## config.mk

```make
export PLATFORM = sky130hd
export DESIGN_NAME = ixmap_top
export DESIGN_NICKNAME = d
export VERILOG_FILES = /design/src/rtl/ixmap_pkg.sv /design/src/rtl/ixmap_regfile.sv /design/src/rtl/ixmap_prg_xlate.sv /design/src/rtl/ixmap_chr_xlate.sv /design/src/rtl/ixmap_top.sv
export SDC_FILE = /design/constraint.sdc
export NUM_CORES = 1
export LEC_CHECK = 0
export ABC_AREA = 0
export BUFFER_PORTS_ARGS = -buffer_cell sky130_fd_sc_hd__buf_2
export CORE_ASPECT_RATIO = 0.7
export CORE_UTILIZATION = 57
export CTS_CLUSTER_DIAMETER = 30
export DETAILED_ROUTE_END_ITERATION = 6
export HOLD_SLACK_MARGIN = 0.05
export PLACE_DENSITY = 0.78
export SETUP_SLACK_MARGIN = 0.5
export SKIP_LAST_GASP = 1
export SYNTH_ARGS = -nofsm -noshare
export SYNTH_HDL_FRONTEND = slang
export SYNTH_HIERARCHICAL = 1
export SYNTH_SLANG_ARGS = --single-unit
```

## constraint.sdc

```tcl
create_clock -name clk -period 1.8 [get_ports clk]
set_input_delay 0.36 -clock clk [delete_from_list [all_inputs] [get_ports clk]]
set_output_delay 0.36 -clock clk [all_outputs]
set_load 0.02 [all_outputs]
```

## src/rtl/ixmap_pkg.sv

```systemverilog
package ixmap_pkg;
  localparam int IDX_W    = 3;
  localparam int NUM_CHR  = 6;
  localparam int NUM_PRG  = 2;
  localparam int PRG_BASE = 6;  // register numbers 6 and 7 are program banks

  // register feeding a given 1 KB PPU window
  function automatic logic [IDX_W-1:0] chr_src(input logic [2:0] win);
    if (!win[2]) chr_src = {2'b00, win[1]};
    else         chr_src = win - 3'd2;
  endfunction
endpackage

```

## src/rtl/ixmap_regfile.sv

```systemverilog
module ixmap_regfile import ixmap_pkg::*; #(
  parameter int CHR_W = 6,
  parameter int PRG_W = 4
) (
  input  logic                            clk,
  input  logic                            rst_n,
  input  logic                            cpu_we,
  input  logic [2:0]                      cpu_hi,
  input  logic                            cpu_a0,
  input  logic [CHR_W-1:0]                cpu_wdata,
  output logic [NUM_CHR-1:0][CHR_W-1:0]   chr_regs,
  output logic [NUM_PRG-1:0][PRG_W-1:0]   prg_regs
);
  logic [IDX_W-1:0] cur_idx;
  logic             in_win, idx_wr, data_wr;

  assign in_win  = cpu_we && (cpu_hi == 3'b100);
  assign idx_wr  = in_win && !cpu_a0;
  assign data_wr = in_win &&  cpu_a0;

  always_ff @(posedge clk) begin
    if (!rst_n)      cur_idx <= '0;
    else if (idx_wr) cur_idx <= cpu_wdata[IDX_W-1:0];
  end

  for (genvar i = 0; i < NUM_CHR; i++) begin : g_chr
    always_ff @(posedge clk) begin
      if (!rst_n) chr_regs[i] <= '0;
      else if (data_wr && cur_idx == IDX_W'(i)) chr_regs[i] <= cpu_wdata;
    end
  end

  for (genvar j = 0; j < NUM_PRG; j++) begin : g_prg
    always_ff @(posedge clk) begin
      if (!rst_n) prg_regs[j] <= '0;
      else if (data_wr && cur_idx == IDX_W'(PRG_BASE + j))
        prg_regs[j] <= cpu_wdata[PRG_W-1:0];
    end
  end

  a_r1_index_latch: assert property (@(posedge clk) disable iff (!rst_n)
    idx_wr |=> cur_idx == $past(cpu_wdata[IDX_W-1:0]));
  a_r2_index_held: assert property (@(posedge clk) disable iff (!rst_n)
    data_wr |=> $stable(cur_idx));
  a_r3_outside_ignored: assert property (@(posedge clk) disable iff (!rst_n)
    (cpu_we && cpu_hi != 3'b100) |=>
      ($stable(chr_regs) && $stable(prg_regs) && $stable(cur_idx)));
  a_r10_prg_low_bits: assert property (@(posedge clk) disable iff (!rst_n)
    (data_wr && cur_idx == IDX_W'(PRG_BASE)) |=>
      prg_regs[0] == $past(cpu_wdata[PRG_W-1:0]));
endmodule

```

## src/rtl/ixmap_prg_xlate.sv

```systemverilog
module ixmap_prg_xlate import ixmap_pkg::*; #(
  parameter int PRG_W = 4
) (
  input  logic                          clk,
  input  logic                          rst_n,
  input  logic [1:0]                    cpu_win,
  input  logic [NUM_PRG-1:0][PRG_W-1:0] prg_regs,
  output logic [PRG_W-1:0]              prg_bank
);
  localparam logic [PRG_W-1:0] LAST = {PRG_W{1'b1}};

  function automatic logic [PRG_W-1:0] pick(input logic [1:0] w,
                                            input logic [PRG_W-1:0] r0,
                                            input logic [PRG_W-1:0] r1);
    case (w)
      2'b00:   pick = r0;
      2'b01:   pick = r1;
      2'b10:   pick = LAST - 1'b1;
      default: pick = LAST;
    endcase
  endfunction

  assign prg_bank = pick(cpu_win, prg_regs[0], prg_regs[1]);

  a_r6_fixed_upper: assert property (@(posedge clk) disable iff (!rst_n)
    cpu_win[1] |-> prg_bank[PRG_W-1:1] == LAST[PRG_W-1:1] && prg_bank[0] == cpu_win[0]);
endmodule

```

## src/rtl/ixmap_chr_xlate.sv

```systemverilog
module ixmap_chr_xlate import ixmap_pkg::*; #(
  parameter int CHR_W      = 6,
  parameter bit A12_TO_TOP = 1'b0
) (
  input  logic                          clk,
  input  logic                          rst_n,
  input  logic [2:0]                    ppu_hi,
  input  logic [NUM_CHR-1:0][CHR_W-1:0] chr_regs,
  output logic [CHR_W:0]                chr_bank
);
  logic [CHR_W-1:0] low;
  logic             top;

  function automatic logic [CHR_W-1:0] lower(input logic [2:0] w,
                                             input logic [CHR_W-1:0] r);
    if (!w[2]) lower = {r[CHR_W-1:1], w[0]};  // 2 KB bank: A10 passes through
    else       lower = r;
  endfunction

  assign low = lower(ppu_hi, chr_regs[chr_src(ppu_hi)]);

  if (A12_TO_TOP) begin : g_a12
    assign top = ppu_hi[2];
    a_r9_top_follows_a12: assert property (@(posedge clk) disable iff (!rst_n)
      chr_bank[CHR_W] == ppu_hi[2]);
  end else begin : g_flat
    assign top = 1'b0;
    a_r9_top_zero: assert property (@(posedge clk) disable iff (!rst_n)
      chr_bank[CHR_W] == 1'b0);
  end

  assign chr_bank = {top, low};

  a_r7_a10_passthrough: assert property (@(posedge clk) disable iff (!rst_n)
    !ppu_hi[2] |-> chr_bank[0] == ppu_hi[0]);
endmodule

```

## src/rtl/ixmap_top.sv

```systemverilog
module ixmap_top import ixmap_pkg::*; #(
  parameter int PRG_BANKS  = 16,
  parameter int CHR_BANKS  = 64,
  parameter bit A12_TO_TOP = 1'b0
) (
  input  logic                          clk,
  input  logic                          rst_n,
  input  logic                          cpu_we,
  input  logic [2:0]                    cpu_hi,
  input  logic                          cpu_a0,
  input  logic [$clog2(CHR_BANKS)-1:0]  cpu_wdata,
  input  logic [2:0]                    ppu_hi,
  output logic [$clog2(PRG_BANKS)-1:0]  prg_bank,
  output logic [$clog2(CHR_BANKS):0]    chr_bank
);
  localparam int PRG_W = $clog2(PRG_BANKS);
  localparam int CHR_W = $clog2(CHR_BANKS);

  logic [NUM_CHR-1:0][CHR_W-1:0] chr_regs;
  logic [NUM_PRG-1:0][PRG_W-1:0] prg_regs;

  ixmap_regfile #(.CHR_W(CHR_W), .PRG_W(PRG_W)) u_regs (
    .clk(clk), .rst_n(rst_n), .cpu_we(cpu_we), .cpu_hi(cpu_hi),
    .cpu_a0(cpu_a0), .cpu_wdata(cpu_wdata),
    .chr_regs(chr_regs), .prg_regs(prg_regs));

  ixmap_prg_xlate #(.PRG_W(PRG_W)) u_prg (
    .clk(clk), .rst_n(rst_n), .cpu_win(cpu_hi[1:0]),
    .prg_regs(prg_regs), .prg_bank(prg_bank));

  ixmap_chr_xlate #(.CHR_W(CHR_W), .A12_TO_TOP(A12_TO_TOP)) u_chr (
    .clk(clk), .rst_n(rst_n), .ppu_hi(ppu_hi),
    .chr_regs(chr_regs), .chr_bank(chr_bank));
endmodule

```

==> results of run 1 <==
-- what timing repair did --
item	in CTS	in global routing
buffers inserted	1	0
pin swaps	4	0
endpoints found under the hold margin	0	0
gates cloned	1	0
endpoints found under the setup margin	22	15
resized for setup	34	7
-- power breakdown --
group / internal, µW / total [µW] / switching (µW)
sequential: 997 / 1000 / 3.95
clock: 303 / 629 / 326
combinational: 70.0 / 166 / 95.8
-- worst max path at each step --
stage / start / to / slack, ns / cells after the start
floorplan: ppu_hi[0] / chr_bank[1] / 0.14 / 3
global placement: ppu_hi[0] / chr_bank[3] / -0.10 / 5
detailed placement: ppu_hi[0] / chr_bank[4] / -0.14 / 5
CTS: u_regs/chr_regs[25] / chr_bank[1] / -0.10 / 3
global route: u_regs/chr_regs[25] / chr_bank[1] / -0.13 / 3
finish: ppu_hi[0] / chr_bank[1] / -0.09 / 5
-- critical path, delay by kind of cell --
family,cells,cell delay (ns)
buf+inv,3,0.39
mux,2,0.77
-- sequential cells by signal, indices dropped and copies added, names as in the netlist --
signal	flops
u_regs/prg_regs	8
u_regs/cur_idx	3
u_regs/chr_regs	34
-- through the flow --
stage | setup WS, ns | power, µW | TNS (ns)
after floorplan | 0.141 | 1120 | 0
after global placement | -0.101 | 1160 | -0.493
after detailed placement | -0.140 | 1160 | -0.626
after CTS | -0.101 | 1810 | -0.403
after global routing | -0.130 | 1860 | -0.557
final | -0.0913 | 1800 | -0.417
-- layout make-up --
type,count,area [µm²]
tap,50,62.6
clock buffer,6,82.6
sequential,45,913
multi-input combinational,141,1230
clock inverter,1,7.51
timing repair buffer,33,295
fill,250,1010
-- per-layer routing --
metal / share of wire, % / wire [µm] / vias to the layer above
li1: - / - / 749
met1: 45 / 2170 / 771
met2: 50 / 2420 / 32
met3: 3.4 / 166 / 8
met4: 1.5 / 74 / 0
met5: 0 / 0 / -
-- placed cells by master (no fill, tap or decap), drive strengths merged --
cell / n
dfxtp: 45
conb: 1
clkinvlp: 1
clkbuf: 6
a21oi: 1
nand4b: 4
buf: 33
nor2: 2
mux2: 11
nand2: 52
nand3: 2
mux2i: 45
nand4: 2
nand3b: 1
nor2b: 3
nand2b: 2
o22ai: 1
and2b: 1
and4b: 1
o21ai: 3
a211o: 3
nor4: 1
mux4: 5
==> metrics.md, run 1 <==
| Metric | Value |
|---|---|
| 1st-iter DRT viols | 103 |
| Critical Setup Path Class | input port to primary output |
| Static leakage | 0.00138 µW |
| Gpl congestion | 0.803 |
| Worst hold margin | 0.387 ns |
| Die ar. | 0.00409 mm² |
| Total Wirelength | 4840 µm |
| I/O pin count | 27 |
| Min-delay src | cpu_a0 |
| Port Buffer Count | 25 |
| Critical path data arrival time | 1.53 ns |
| VDD IR max | 0.683 mV |
| Initial antenna violation count | 0 |
| Clock Tree Buf Depth | 2 |
| Tot GR Track Use | 25.6% |
| Initial DRT Pass Iterations | 4 |
| Post-detail-place hpwl | 3250 µm |
| Total number of yosys warnings | 6 |
| Hold depth | 3 |
| Final Hold Viols | 0 |
| Die W | 76.0 µm |
| Fmax achieved | 529 MHz |
| Synthesized netlist net count | 215 |
| N_diodes | 0 |
| CP Launch Type | input port |
| TritonCTS clock tree | built |
| Residual DRC | 0 |
| Placed cell areas | 0.00236 mm² |
| Final ANT Viol Nets | 0 |
| GRT Max-Usage Layer | met2 |
| Final worst-path cycle share | 105% |
| P&R area growth vs syn | 18.6% |
| Hold Path End | u_regs/cur_idx[0] |
| Terminus of the critical flop-to-flop path | u_regs/chr_regs[25] |
| Cell Count, Final, Fillers Out | 276 |
| Core area | 0.00360 mm² |
| DR vias/cell | 5.65 |
| # setup viols final | 5 |
| Max cap viols | 0 |
| H-tree depth | 2 |
| First-pass GRT wire length | 7610 µm |
| Largest stage delay, worst path | 0.48 ns |
| Hold Buf Count CTS | 0 |
| Critical Path, Cell by Cell | buf_12 -> buf_12 -> mux2_4 -> mux4_2 -> buf_6 |
| Post-Syn Area | 0.00218 mm² |
| Pin count of the biggest net entering global routing | 21 |
| FP Rows | 18 |
| Met3 usage | 6.61% |
| Final net count | 242 |
| Post-route cell area | 0.00259 mm² |
| Post-layout min period | 1.89 ns |
| Met1 Use GR | 30.0% |
| Most used cell, CP | buf_12 |
| CTS Buf Count | 5 |
| Routed len/inst | 17.5 µm |
| R2R Path Start | u_regs/cur_idx[2] |
| Relative slew slack | 62.1% |
| Fin. max-slew vios | 0 |
| Die Span Y | 53.8 µm |
| Mean Syn Cell Area | 11.0 µm² |
| R2R Setup Slk | 0.55 ns |
| Final setup margin | -0.0913 ns |
| Critical path endpoint category | primary output |
| HP Class | input port to register |
| Total clock sinks | 45 |
| Vias in the first global route | 1,534 |
| Clock latency on the worst-skew pair | 0.30 ns |
| GR Util met2 | 47.4% |
| DR vias | 1,560 |
| Failing checks | setup timing |
| CP max-delay cell | mux4_2 |
| Layout Skew | 0.00961 ns |
| Worst-margin pin slew | 0.564 ns |
| CTS root buffer | clkbuf_8 |
| Synthesized instance count | 199 |
| Status | finished, violations left |
| Max Fanout on Critical Path | 6 |
| Cells after DPL | 267 |
| FF-to-FF path depth | 3 |
| RSZ-0062 raised after global routing | yes |
| Starting Density | 60.6% |
| Worst-path clk slew | 0.08 ns |
| Critical path required time | 1.44 ns |
| Final core occ | 71.9% |
| Power density over cell area | 693 mW/mm² |
| Total global routing overflow | 0 |
| Share of cells above drive strength 1 | 35.4% |
Power figures use the tool's default switching activity.
==> run 2: changes to the inputs <==
--- a/config.mk
+++ b/config.mk
@@ -9,10 +9,11 @@
 export BUFFER_PORTS_ARGS = -buffer_cell sky130_fd_sc_hd__buf_2
 export CORE_ASPECT_RATIO = 0.7
 export CORE_UTILIZATION = 57
+export CTS_BUF_LIST = sky130_fd_sc_hd__clkbuf_8 sky130_fd_sc_hd__clkbuf_16
 export CTS_CLUSTER_DIAMETER = 30
 export DETAILED_ROUTE_END_ITERATION = 6
 export HOLD_SLACK_MARGIN = 0.05
-export PLACE_DENSITY = 0.78
+export PLACE_DENSITY = 0.77
 export SETUP_SLACK_MARGIN = 0.5
 export SKIP_LAST_GASP = 1
 export SYNTH_ARGS = -nofsm -noshare
==> run 2 against run 1 <==
The flow still finishes with violations (setup timing); global-route usage shrank 0.88 points; first-iteration DRC count shrank 36%; register-to-register slack better by 0.05 ns; clock skew down 0.0036 ns; utilization increased by 0.76 points; combinational power about the same; worst setup slack gained 0.0084 ns; largest power group unchanged.
==> metrics.md, run 2 (same netlist as run 1, synthesis figures left out) <==
| Metric | Value |
|---|---|
| Status | finished, violations left (unchanged) |
| Failing checks | setup timing (unchanged) |
| DR vias | 1,541 (was 1,560) |
| Cells after DPL | 266 (was 267) |
| Share of cells above drive strength 1 | 36.7% (was 35.4%) |
| Post-layout min period | 1.88 ns (was 1.89 ns) |
| FF-to-FF path depth | 3 (unchanged) |
| Hold Buf Count CTS | 0 (unchanged) |
| Worst-path clk slew | 0.08 ns (about the same) |
| Port Buffer Count | 25 (unchanged) |
| Routed len/inst | 16.7 µm (was 17.5 µm) |
| Die Span Y | 53.8 µm (unchanged) |
| Largest Register | u_regs/chr_regs (unchanged) |
| Final setup margin | -0.0829 ns (was -0.0913 ns) |
| N_diodes | 0 (unchanged) |
| Static leakage | 0.00139 µW (was 0.00138 µW) |
| Initial antenna violation count | 0 (unchanged) |
| Core area | 0.00360 mm² (unchanged) |
| Final Hold Viols | 0 (unchanged) |
| Starting Density | 60.6% (unchanged) |
| HP Class | input port to register (unchanged) |
| FP Rows | 18 (unchanged) |
| Final ANT Viol Nets | 0 (unchanged) |
| R2R Setup Slk | 0.60 ns (was 0.55 ns) |
| Multi-input logic area | 0.00123 mm² (unchanged) |
| CP max-delay cell | mux4_2 (unchanged) |
| Pin count of the biggest net entering global routing | 22 (was 21) |
| Seq. cell area | 916 µm² (was 913 µm²) |
| DR vias/cell | 5.58 (was 5.65) |
| CP Launch Type | input port (unchanged) |
| Worst hold margin | 0.372 ns (was 0.387 ns) |
| Placed cell areas | 0.00235 mm² (was 0.00236 mm²) |
| Tot GR Track Use | 24.7% (was 25.6%) |
| GRT Max-Usage Layer | met2 (unchanged) |
| Vias in the first global route | 1,564 (was 1,534) |
| Layout Skew | 0.00601 ns (was 0.00961 ns) |
| Top Registers | u_regs/chr_regs (34), u_regs/prg_regs (8), u_regs/cur_idx (3) (unchanged) |
| P&R area growth vs syn | 19.8% (was 18.6%) |
| CTS Buf Count | 5 (unchanged) |
| Clock Tree Buf Depth | 2 (unchanged) |
| Critical Path, Cell by Cell | buf_12 -> buf_12 -> mux2_4 -> mux4_2 -> buf_6 (unchanged) |
| First-pass GRT wire length | 7470 µm (was 7610 µm) |
| Max cap viols | 0 (unchanged) |
| VDD IR max | 0.647 mV (was 0.683 mV) |
| Critical path required time | 1.44 ns (about the same) |
| Total clock sinks | 45 (unchanged) |
| Most frequent cells in the layout | nand2_1 (52), mux2i_1 (45), dfxtp_1 (33), buf_2 (13), dfxtp_2 (12) (was nand2_1 (52), mux2i_1 (45), dfxtp_1 (35), buf_2 (14)) |
| I/O pin count | 27 (unchanged) |
| Final net count | 241 (was 242) |
| RSZ-0062 raised after global routing | yes (unchanged) |
| Initial DRT Pass Iterations | 4 (unchanged) |
| Met3 usage | 5.25% (was 6.61%) |
| 1st-iter DRT viols | 66 (was 103) |
| Largest stage delay, worst path | 0.48 ns (about the same) |
| Total Wirelength | 4610 µm (was 4840 µm) |
| Post-detail-place hpwl | 3130 µm (was 3250 µm) |
| Worst-margin pin slew | 0.565 ns (was 0.564 ns) |
| Min-delay src | cpu_a0 (unchanged) |
| GR Util met2 | 42.9% (was 47.4%) |
| Setup TNS | -0.361 ns (was -0.417 ns) |
| Critical Setup Path Class | input port to primary output (unchanged) |
| Critical path data arrival time | 1.52 ns (was 1.53 ns) |
| Residual DRC | 0 (unchanged) |
| Relative slew slack | 62.0% (was 62.1%) |
| Fill cells | 254 (was 250) |
| Critical path endpoint category | primary output (unchanged) |
| Die ar. | 0.00409 mm² (unchanged) |
| TritonCTS clock tree | built (unchanged) |
| Gpl congestion | 0.782 (was 0.803) |
| Post-route cell area | 0.00262 mm² (was 0.00259 mm²) |
| Hold Path End | u_regs/cur_idx[0] (unchanged) |
| Max Fanout on Critical Path | 6 (unchanged) |
| Final worst-path cycle share | 105% (about the same) |
| Clock latency on the worst-skew pair | 0.30 ns (about the same) |
| R2R Path Start | u_regs/cur_idx[2] (unchanged) |
| Total global routing overflow | 0 (unchanged) |
| Cell Count, Final, Fillers Out | 276 (unchanged) |
| CTS root buffer | clkbuf_8 (unchanged) |
| H-tree depth | 2 (unchanged) |
| Fmax achieved | 531 MHz (was 529 MHz) |
| Max reg flops | 34 (unchanged) |
| Met1 Use GR | 29.9% (was 30.0%) |
| Final core occ | 72.6% (was 71.9%) |
| Terminus of the critical flop-to-flop path | u_regs/chr_regs[32] (was u_regs/chr_regs[25]) |
| Most used cell, CP | buf_12 (unchanged) |
| Power density over cell area | 750 mW/mm² (was 693 mW/mm²) |
| Hold depth | 3 (unchanged) |
| Fin. max-slew vios | 0 (unchanged) |
| Commonest non-fill, non-tap cell in the layout | nand2_1 (unchanged) |
| # setup viols final | 5 (unchanged) |
| Die W | 76.0 µm (unchanged) |
-- run 2: cell types whose count changed in the layout (fill, tap and decap cells not counted) --
cell,delta
buf_2,-1
bufinv_16,+1
dfxtp_1,-2
dfxtp_2,+2
mux2_2,+1
mux2_4,-1
o21ai_1,-1
o21ai_2,+1
-- run 2: worst max path at each step --
stage	startpoint	end	slack (ns)	depth (start not counted)
3_5_place_dp	ppu_hi[0]	chr_bank[1]	-0.12	5
3_3_place_gp	ppu_hi[0]	chr_bank[3]	-0.10	5
4_1_cts	ppu_hi[0]	chr_bank[1]	-0.09	5
5_1_grt	u_regs/chr_regs[25]	chr_bank[1]	-0.11	3
6_report	ppu_hi[0]	chr_bank[1]	-0.08	5
2_1_floorplan	ppu_hi[0]	chr_bank[1]	0.14	3
-- run 2: per-layer routing --
metal	up-vias	share of wire (%)	wire, µm
li1	745	-	-
met1	747	46	2120
met2	35	48	2230
met3	14	3.3	153
met4	0	2.5	114
met5	-	0	0
-- run 2: report_power, final --
group	switching, µW	internal [µW]	leakage [µW]
logic	94.1	69.5	0.000961
registers	3.77	997	0.000369
clock network	348	451	0.0000574
total	446	1520	0.00139
-- run 2: layout make-up --
cell class / instances / share of cell area (%)
multi-input combinational: 141 / 46.9
sequential: 45 / 35.0
timing repair buffer: 32 / 11.1
clock buffer: 6 / 3.15
tap: 50 / 2.39
clock inverter: 2 / 1.43
-- run 2: critical path: cells and delay by family --
kind	cells	cell delay, ns
multiplexers	2	0.78
buffers and inverters	3	0.39
-- run 2: metrics by stage --
step,power [µW],setup WS [ns]
after floorplan,1120,0.141
after global placement,1160,-0.104
after detailed placement,1160,-0.120
after CTS,1970,-0.0866
after global routing,2020,-0.112
final,1960,-0.0829
-- run 2: what timing repair did --
| item | 4_1_cts | 5_1_grt |
|---|---|---|
| setup buffers | 1 | 0 |
| gates cloned | 1 | 0 |
| resized for setup | 33 | 12 |
| setup endpoints to repair | 21 | 34 |
| pin swaps | 4 | 0 |
